## config.mk

```make
export PLATFORM = sky130hd
export DESIGN_NAME = vab_top
export DESIGN_NICKNAME = d
export VERILOG_FILES = /design/src/rtl/vab_pkg.sv /design/src/rtl/vab_store.sv /design/src/rtl/vab_lookup.sv /design/src/rtl/vab_read_pipe.sv /design/src/rtl/vab_top.sv
export SDC_FILE = /design/constraint.sdc
export NUM_CORES = 2
export LEC_CHECK = 0
export ABC_AREA = 1
export BUFFER_PORTS_ARGS = -buffer_cell sky130_fd_sc_hd__buf_2
export CORE_MARGIN = 2
export CORE_UTILIZATION = 61
export CTS_CLUSTER_DIAMETER = 100
export DETAILED_ROUTE_END_ITERATION = 7
export HOLD_SLACK_MARGIN = 0.05
export PLACE_DENSITY_LB_ADDON = 0.12
export SYNTH_ARGS = -nofsm -noshare
export SYNTH_HDL_FRONTEND = slang
export SYNTH_SLANG_ARGS = --single-unit
```

## constraint.sdc

```tcl
create_clock -name clk -period 9.86 [get_ports clk]
set_clock_uncertainty 0.2 [all_clocks]
set_input_delay 1.479 -clock clk [delete_from_list [all_inputs] [get_ports clk]]
set_output_delay 1.479 -clock clk [all_outputs]
set_load 0.02 [all_outputs]
```

## src/rtl/vab_pkg.sv

```systemverilog
package vab_pkg;

    localparam int TAG_W  = 6;
    localparam int DATA_W = 32;

    typedef logic [TAG_W-1:0]  tag_t;
    typedef logic [DATA_W-1:0] data_t;

    // One parked result
    typedef struct packed {
        logic  live;
        tag_t  tag;
        data_t data;
    } slot_t;

    // Source of the response in the first read stage
    typedef enum logic [1:0] {
        RSP_IDLE = 2'd0,
        RSP_BUF  = 2'd1,
        RSP_RF   = 2'd2
    } rsp_src_t;

    function automatic slot_t make_slot(input tag_t t, input data_t d);
        slot_t s;
        s.live = 1'b1;
        s.tag  = t;
        s.data = d;
        return s;
    endfunction

    function automatic logic slot_matches(input slot_t s, input tag_t t);
        return s.live && (s.tag == t);
    endfunction

endpackage

```

## src/rtl/vab_store.sv

```systemverilog
module vab_store
    import vab_pkg::*;
#(
    parameter  int DEPTH = 8,
    localparam int PTR_W = $clog2(DEPTH),
    localparam int CNT_W = PTR_W + 1
) (
    input  logic                     clk,
    input  logic                     rst,
    input  logic                     push,
    input  tag_t                     push_tag,
    input  data_t                    push_data,
    input  logic                     pop,
    input  logic                     kill_en,
    input  tag_t                     kill_tag,
    output slot_t [DEPTH-1:0]        slots,
    output logic  [PTR_W-1:0]        head,
    output logic  [CNT_W-1:0]        count
);

    generate
        if (DEPTH < 2 || (DEPTH & (DEPTH - 1)) != 0) begin : g_bad_depth
            $error("vab_store: DEPTH must be a power of two and at least 2");
        end
    endgenerate

    logic [PTR_W-1:0] tail;

    // When the ring is full the tail wraps onto the head slot, which is
    // exactly the slot being popped in that cycle.
    assign tail = head + count[PTR_W-1:0];

    always_ff @(posedge clk) begin
        if (rst) begin
            head  <= '0;
            count <= '0;
            for (int i = 0; i < DEPTH; i++) begin
                slots[i] <= '0;
            end
        end else begin
            for (int i = 0; i < DEPTH; i++) begin
                if (kill_en && slots[i].tag == kill_tag) begin
                    slots[i].live <= 1'b0;
                end
            end
            if (push) begin
                slots[tail] <= make_slot(push_tag, push_data);
            end
            if (pop) begin
                head <= head + PTR_W'(1);
            end
            count <= count + CNT_W'(push) - CNT_W'(pop);
        end
    end

endmodule

```

## src/rtl/vab_lookup.sv

```systemverilog
module vab_lookup
    import vab_pkg::*;
#(
    parameter  int DEPTH = 8,
    localparam int PTR_W = $clog2(DEPTH),
    localparam int CNT_W = PTR_W + 1
) (
    input  slot_t [DEPTH-1:0]  slots,
    input  logic  [PTR_W-1:0]  head,
    input  logic  [CNT_W-1:0]  count,
    input  tag_t               probe_tag,
    output logic               hit,
    output data_t              hit_data
);

    // Walk from oldest to youngest; a later match overrides an earlier one,
    // so the youngest live copy wins.
    always_comb begin
        logic [PTR_W-1:0] idx;
        hit      = 1'b0;
        hit_data = '0;
        idx      = '0;
        for (int k = 0; k < DEPTH; k++) begin
            idx = head + PTR_W'(k);
            if (CNT_W'(k) < count && slot_matches(slots[idx], probe_tag)) begin
                hit      = 1'b1;
                hit_data = slots[idx].data;
            end
        end
    end

endmodule

```

## src/rtl/vab_read_pipe.sv

```systemverilog
module vab_read_pipe
    import vab_pkg::*;
(
    input  logic   clk,
    input  logic   rst,
    input  logic   rd_req,
    input  tag_t   rd_tag,
    input  logic   buf_hit,
    input  data_t  buf_data,
    output logic   rf_rd_en,
    output tag_t   rf_rd_tag,
    input  data_t  rf_rd_data,
    output logic   rd_valid,
    output data_t  rd_data
);

    rsp_src_t src1_q;
    data_t    data1_q;
    tag_t     tag1_q;
    logic     rf2_q;

    always_ff @(posedge clk) begin
        if (rst) begin
            src1_q  <= RSP_IDLE;
            data1_q <= '0;
            tag1_q  <= '0;
            rf2_q   <= 1'b0;
        end else begin
            if (!rd_req) begin
                src1_q <= RSP_IDLE;
            end else if (buf_hit) begin
                src1_q <= RSP_BUF;
            end else begin
                src1_q <= RSP_RF;
            end
            data1_q <= buf_data;
            tag1_q  <= rd_tag;
            rf2_q   <= (src1_q == RSP_RF);
        end
    end

    assign rf_rd_en  = (src1_q == RSP_RF);
    assign rf_rd_tag = tag1_q;
    assign rd_valid  = (src1_q == RSP_BUF) || rf2_q;
    assign rd_data   = (src1_q == RSP_BUF) ? data1_q :
                       rf2_q               ? rf_rd_data : '0;

endmodule

```

## src/rtl/vab_top.sv

```systemverilog
module vab_top
    import vab_pkg::*;
#(
    parameter int DEPTH = 8
) (
    input  logic                 clk,
    input  logic                 rst,
    input  logic                 wb_valid,
    input  logic [TAG_W-1:0]     wb_tag,
    input  logic [DATA_W-1:0]    wb_data,
    input  logic                 free_valid,
    input  logic [TAG_W-1:0]     free_tag,
    input  logic                 flush_req,
    output logic                 flush_busy,
    input  logic                 rd_req,
    input  logic [TAG_W-1:0]     rd_tag,
    output logic                 rd_valid,
    output logic [DATA_W-1:0]    rd_data,
    output logic                 rf_wr_en,
    output logic [TAG_W-1:0]     rf_wr_tag,
    output logic [DATA_W-1:0]    rf_wr_data,
    output logic                 rf_rd_en,
    output logic [TAG_W-1:0]     rf_rd_tag,
    input  logic [DATA_W-1:0]    rf_rd_data
);

    localparam int PTR_W = $clog2(DEPTH);
    localparam int CNT_W = PTR_W + 1;
    localparam logic [CNT_W-1:0] FULL_CNT = CNT_W'(DEPTH);

    slot_t [DEPTH-1:0] slots;
    logic  [PTR_W-1:0] head_ptr;
    logic  [CNT_W-1:0] count;
    logic  [CNT_W-1:0] count_nxt;
    slot_t             head_slot;
    logic              ring_full;
    logic              evict;
    logic              drain_pop;
    logic              pop;
    logic              head_freed_now;
    logic              drain_q;
    logic              buf_hit;
    data_t             buf_data;

    assign ring_full      = (count == FULL_CNT);
    assign head_slot      = slots[head_ptr];
    assign evict          = wb_valid && ring_full;
    assign drain_pop      = drain_q && (count != '0);
    assign pop            = evict || drain_pop;
    assign head_freed_now = free_valid && (head_slot.tag == free_tag);
    assign count_nxt      = count + CNT_W'(wb_valid) - CNT_W'(pop);

    // Only a live oldest slot that is not being released right now is written.
    assign rf_wr_en   = pop && head_slot.live && !head_freed_now;
    assign rf_wr_tag  = head_slot.tag;
    assign rf_wr_data = head_slot.data;

    always_ff @(posedge clk) begin
        if (rst) begin
            drain_q <= 1'b0;
        end else begin
            drain_q <= (drain_q || flush_req) && (count_nxt != '0);
        end
    end

    assign flush_busy = drain_q;

    vab_store #(.DEPTH(DEPTH)) u_store (
        .clk       (clk),
        .rst       (rst),
        .push      (wb_valid),
        .push_tag  (wb_tag),
        .push_data (wb_data),
        .pop       (pop),
        .kill_en   (free_valid),
        .kill_tag  (free_tag),
        .slots     (slots),
        .head      (head_ptr),
        .count     (count)
    );

    vab_lookup #(.DEPTH(DEPTH)) u_lookup (
        .slots     (slots),
        .head      (head_ptr),
        .count     (count),
        .probe_tag (rd_tag),
        .hit       (buf_hit),
        .hit_data  (buf_data)
    );

    vab_read_pipe u_read (
        .clk        (clk),
        .rst        (rst),
        .rd_req     (rd_req),
        .rd_tag     (rd_tag),
        .buf_hit    (buf_hit),
        .buf_data   (buf_data),
        .rf_rd_en   (rf_rd_en),
        .rf_rd_tag  (rf_rd_tag),
        .rf_rd_data (rf_rd_data),
        .rd_valid   (rd_valid),
        .rd_data    (rd_data)
    );

endmodule

```

==> out/metrics.yaml <==
outcome: "finished, final reports clean"
area_growth_pct: 5.92
fp.dieH_um: 217
min_path_cells: 2
nNetsFinal: 4684
worstPathArrival_ps: 6590
max_freq_mhz: 159
cp_data_required_time_ps: 10180
synth_area_leader_cell: "dfxtp_1"
wl_mm: 94.0
crit_slowest_cell: "nor2_4"
cts.reportedPaths.clkPinSlew_ps: 60
ctsResizeCount: 0
leakage_nw: 12.2
cp_common_cell: "nand2_1"
ys_types: 45
clk_latency_ps: 590
reg2reg_to: "u_read.data1_q[7]$_SDFF_PP0_"
peakVddDrop_mv: 0.362
hold_class: "reg -> reg"
hold_buffers: 0
overflow: 0
max-clock-path-buffers: 3
synth_ff_type: "dfxtp_1"
ios: 168
rr_startpoint: "u_store.head[1]$_SDFFE_PP0N_"
regToRegSetupSlack_ps: 3590
rsz0062_at_grt: "false"
slew_headroom_pct: 20.5
async_flop_share_pct: 0
row_count: 77
synth_nets: 4815
drt_iter0_drc: 3333
synth_edf_count: 0
worstPathCellList: "inv_4, ha_4, inv_4, buf_4, nand3_1, nand3_1, o21ai_1, nand2_1, nand2_1, nor3_2, nand2_2, nor2_4, nor2_1, nand2_1, nand2_1, nand2_1, nand2_1, a21oi_1"
yosysMostFrequentCell: "nand2_1"
critPathMaxFanout: 79
endpoint_kind: "flip-flop"
antenna_found_initial: 2
period_share_pct: 63.6
gp_congestion: 1.02
yosysWarningCount: 0
powerDensity_mw_per_mm2: 361
ant_nets: 0
setup-tns-final_ps: 0
core_area_mm2: 0.0444
cts_setup_buffers: 0
fin_crit_ps: 6270
ys_top_cells_by_count: "nand2_1, o21ai_0, inv_1"
synth-seq-cells: 361
die_w_um: 217
syn-cell-area_mm2: 0.0276
clockRootBuffer: "clkbuf_16"
multi_input_area_mm2: 0.0169
vias_per_cell: 5.91
hold_viol: 0
cap_viol_max_count: 0
cp-start-kind: "flip-flop"
numCtsBuffers: 42
drcViolationCount: 0
slew_viol_final: 0
tightestPinTransition_ps: 1190
start_util_pct: 62.1
cts.sinks: 361
grt_max_degree: 291
synth_area_per_cell_um2: 5.85
synthTopCellsByArea: "dfxtp_1, nand2_1, o21ai_0, a21oi_1, inv_1"
synth_seq_area_share_pct: 26.2
crit_type: "reg -> reg"
h-tree-depth: 2
dr_total_vias: 30800
max_stage_delay_ps: 1090
io_buffers: 167
drive_above_1_share_pct: 6.44
grt_pass1_vias: 27100
synth_top_area_share_pct: 26.2
syn_inst: 4715
dieArea_mm2: 0.0470
dp_hpwl_mm: 57.0
seqCellArea_mm2: 0.00724
fillCellCount: 4403
fin_util_pct: 65.8
setup-violations-final: 0
grt_util_all_layers_pct: 38.8
reg2regPathDepth: 18
grt_first_pass_wirelength_mm: 146
first_pass_iters: 7
cts_tree: "built"
post_drt_wl_per_cell_um: 18.1
cells in the final DEF, fill, tap and decap left out, types with 32 or more instances in the layout:
master / netlist / final
a21oi_1: 427 / 427
buf_2: 93 / 167
clkbuf_16: 0 / 43
dfxtp_1: 361 / 358
inv_1: 489 / 489
mux2i_1: 160 / 160
nand2_1: 1328 / 1316
nand3_1: 255 / 254
nor2_1: 208 / 206
nor3_1: 35 / 35
nor3b_1: 32 / 32
o21ai_0: 810 / 810
o21ai_1: 124 / 124
stage by stage:
stage	total power, mW	cell area [um2]	cells	setup slack [ps]	hold WS, ps
2_1_floorplan	7.15	27600	4715	5550	223
3_3_place_gp	8.68	27900	5132	4030	250
3_5_place_dp	8.78	27900	5132	3800	254
4_1_cts	10.3	29200	5205	3760	263
5_1_grt	11.3	29200	5206	3290	278
6_report	10.5	29200	5207	3590	261
how the worst max path moves through the flow:
stage	startpoint	end	slack (ps)	cells after the start
6_report	u_store.head[1]$_SDFFE_PP0N_	u_read.data1_q[7]$_SDFF_PP0_	3590	18
5_1_grt	u_store.head[1]$_SDFFE_PP0N_	u_read.data1_q[1]$_SDFF_PP0_	3290	18
4_1_cts	u_store.head[0]$_SDFFE_PP0N_	rf_wr_en	3760	12
3_5_place_dp	u_store.head[1]$_SDFFE_PP0N_	u_read.data1_q[30]$_SDFF_PP0_	3800	18
3_3_place_gp	u_store.head[1]$_SDFFE_PP0N_	u_read.data1_q[9]$_SDFF_PP0_	4030	18
2_1_floorplan	free_tag[2]	rf_wr_en	5550	6
critical path, delay by kind of cell, from the launching register on:
family,cells,cell delay (ps)
AND/OR/NAND/NOR,12,2690
buffers and inverters,3,1680
flip-flops,1,610
adder cells (fa/ha/maj),1,550
AO/OA/AOI/OAI,2,220
area by class of cell:
type / count / share of cell area [%]
Antenna cell: 2 / 0.0171
Clock buffer: 65 / 4.34
Clock inverter: 8 / 0.278
Inverter: 502 / 6.50
Multi-Input combinational cell: 3482 / 57.9
Sequential cell: 361 / 24.8
Tap cell: 592 / 2.53
Timing Repair Buffer: 195 / 3.62
layer usage:
| metal | GRT usage, % | vias up | share of wire (%) |
|---|---|---|---|
| li1 | - | 15100 | - |
| met1 | 51.2 | 13700 | 41 |
| met2 | 61.2 | 1632 | 43 |
| met3 | 7.59 | 295 | 11 |
| met4 | 17.8 | 2 | 4.3 |
| met5 | 0 | - | 0.016 |
cell families after synthesis:
logic type | share of synthesized area, %
multiplexers | 5.80
XOR/XNOR | 0.862
AO/OA/AOI/OAI | 26.1
adder cells (fa/ha/maj) | 0.599
flip-flops | 26.2
AND/OR/NAND/NOR | 27.5
buffers and inverters | 12.9
power breakdown:
| part | total, mW | internal, mW | switching (mW) |
|---|---|---|---|
| logic | 6.74 | 1.95 | 4.79 |
| registers | 2.24 | 1.88 | 0.359 |
| clock network | 1.57 | 0.908 | 0.663 |
(Power assumes the default switching activity.)
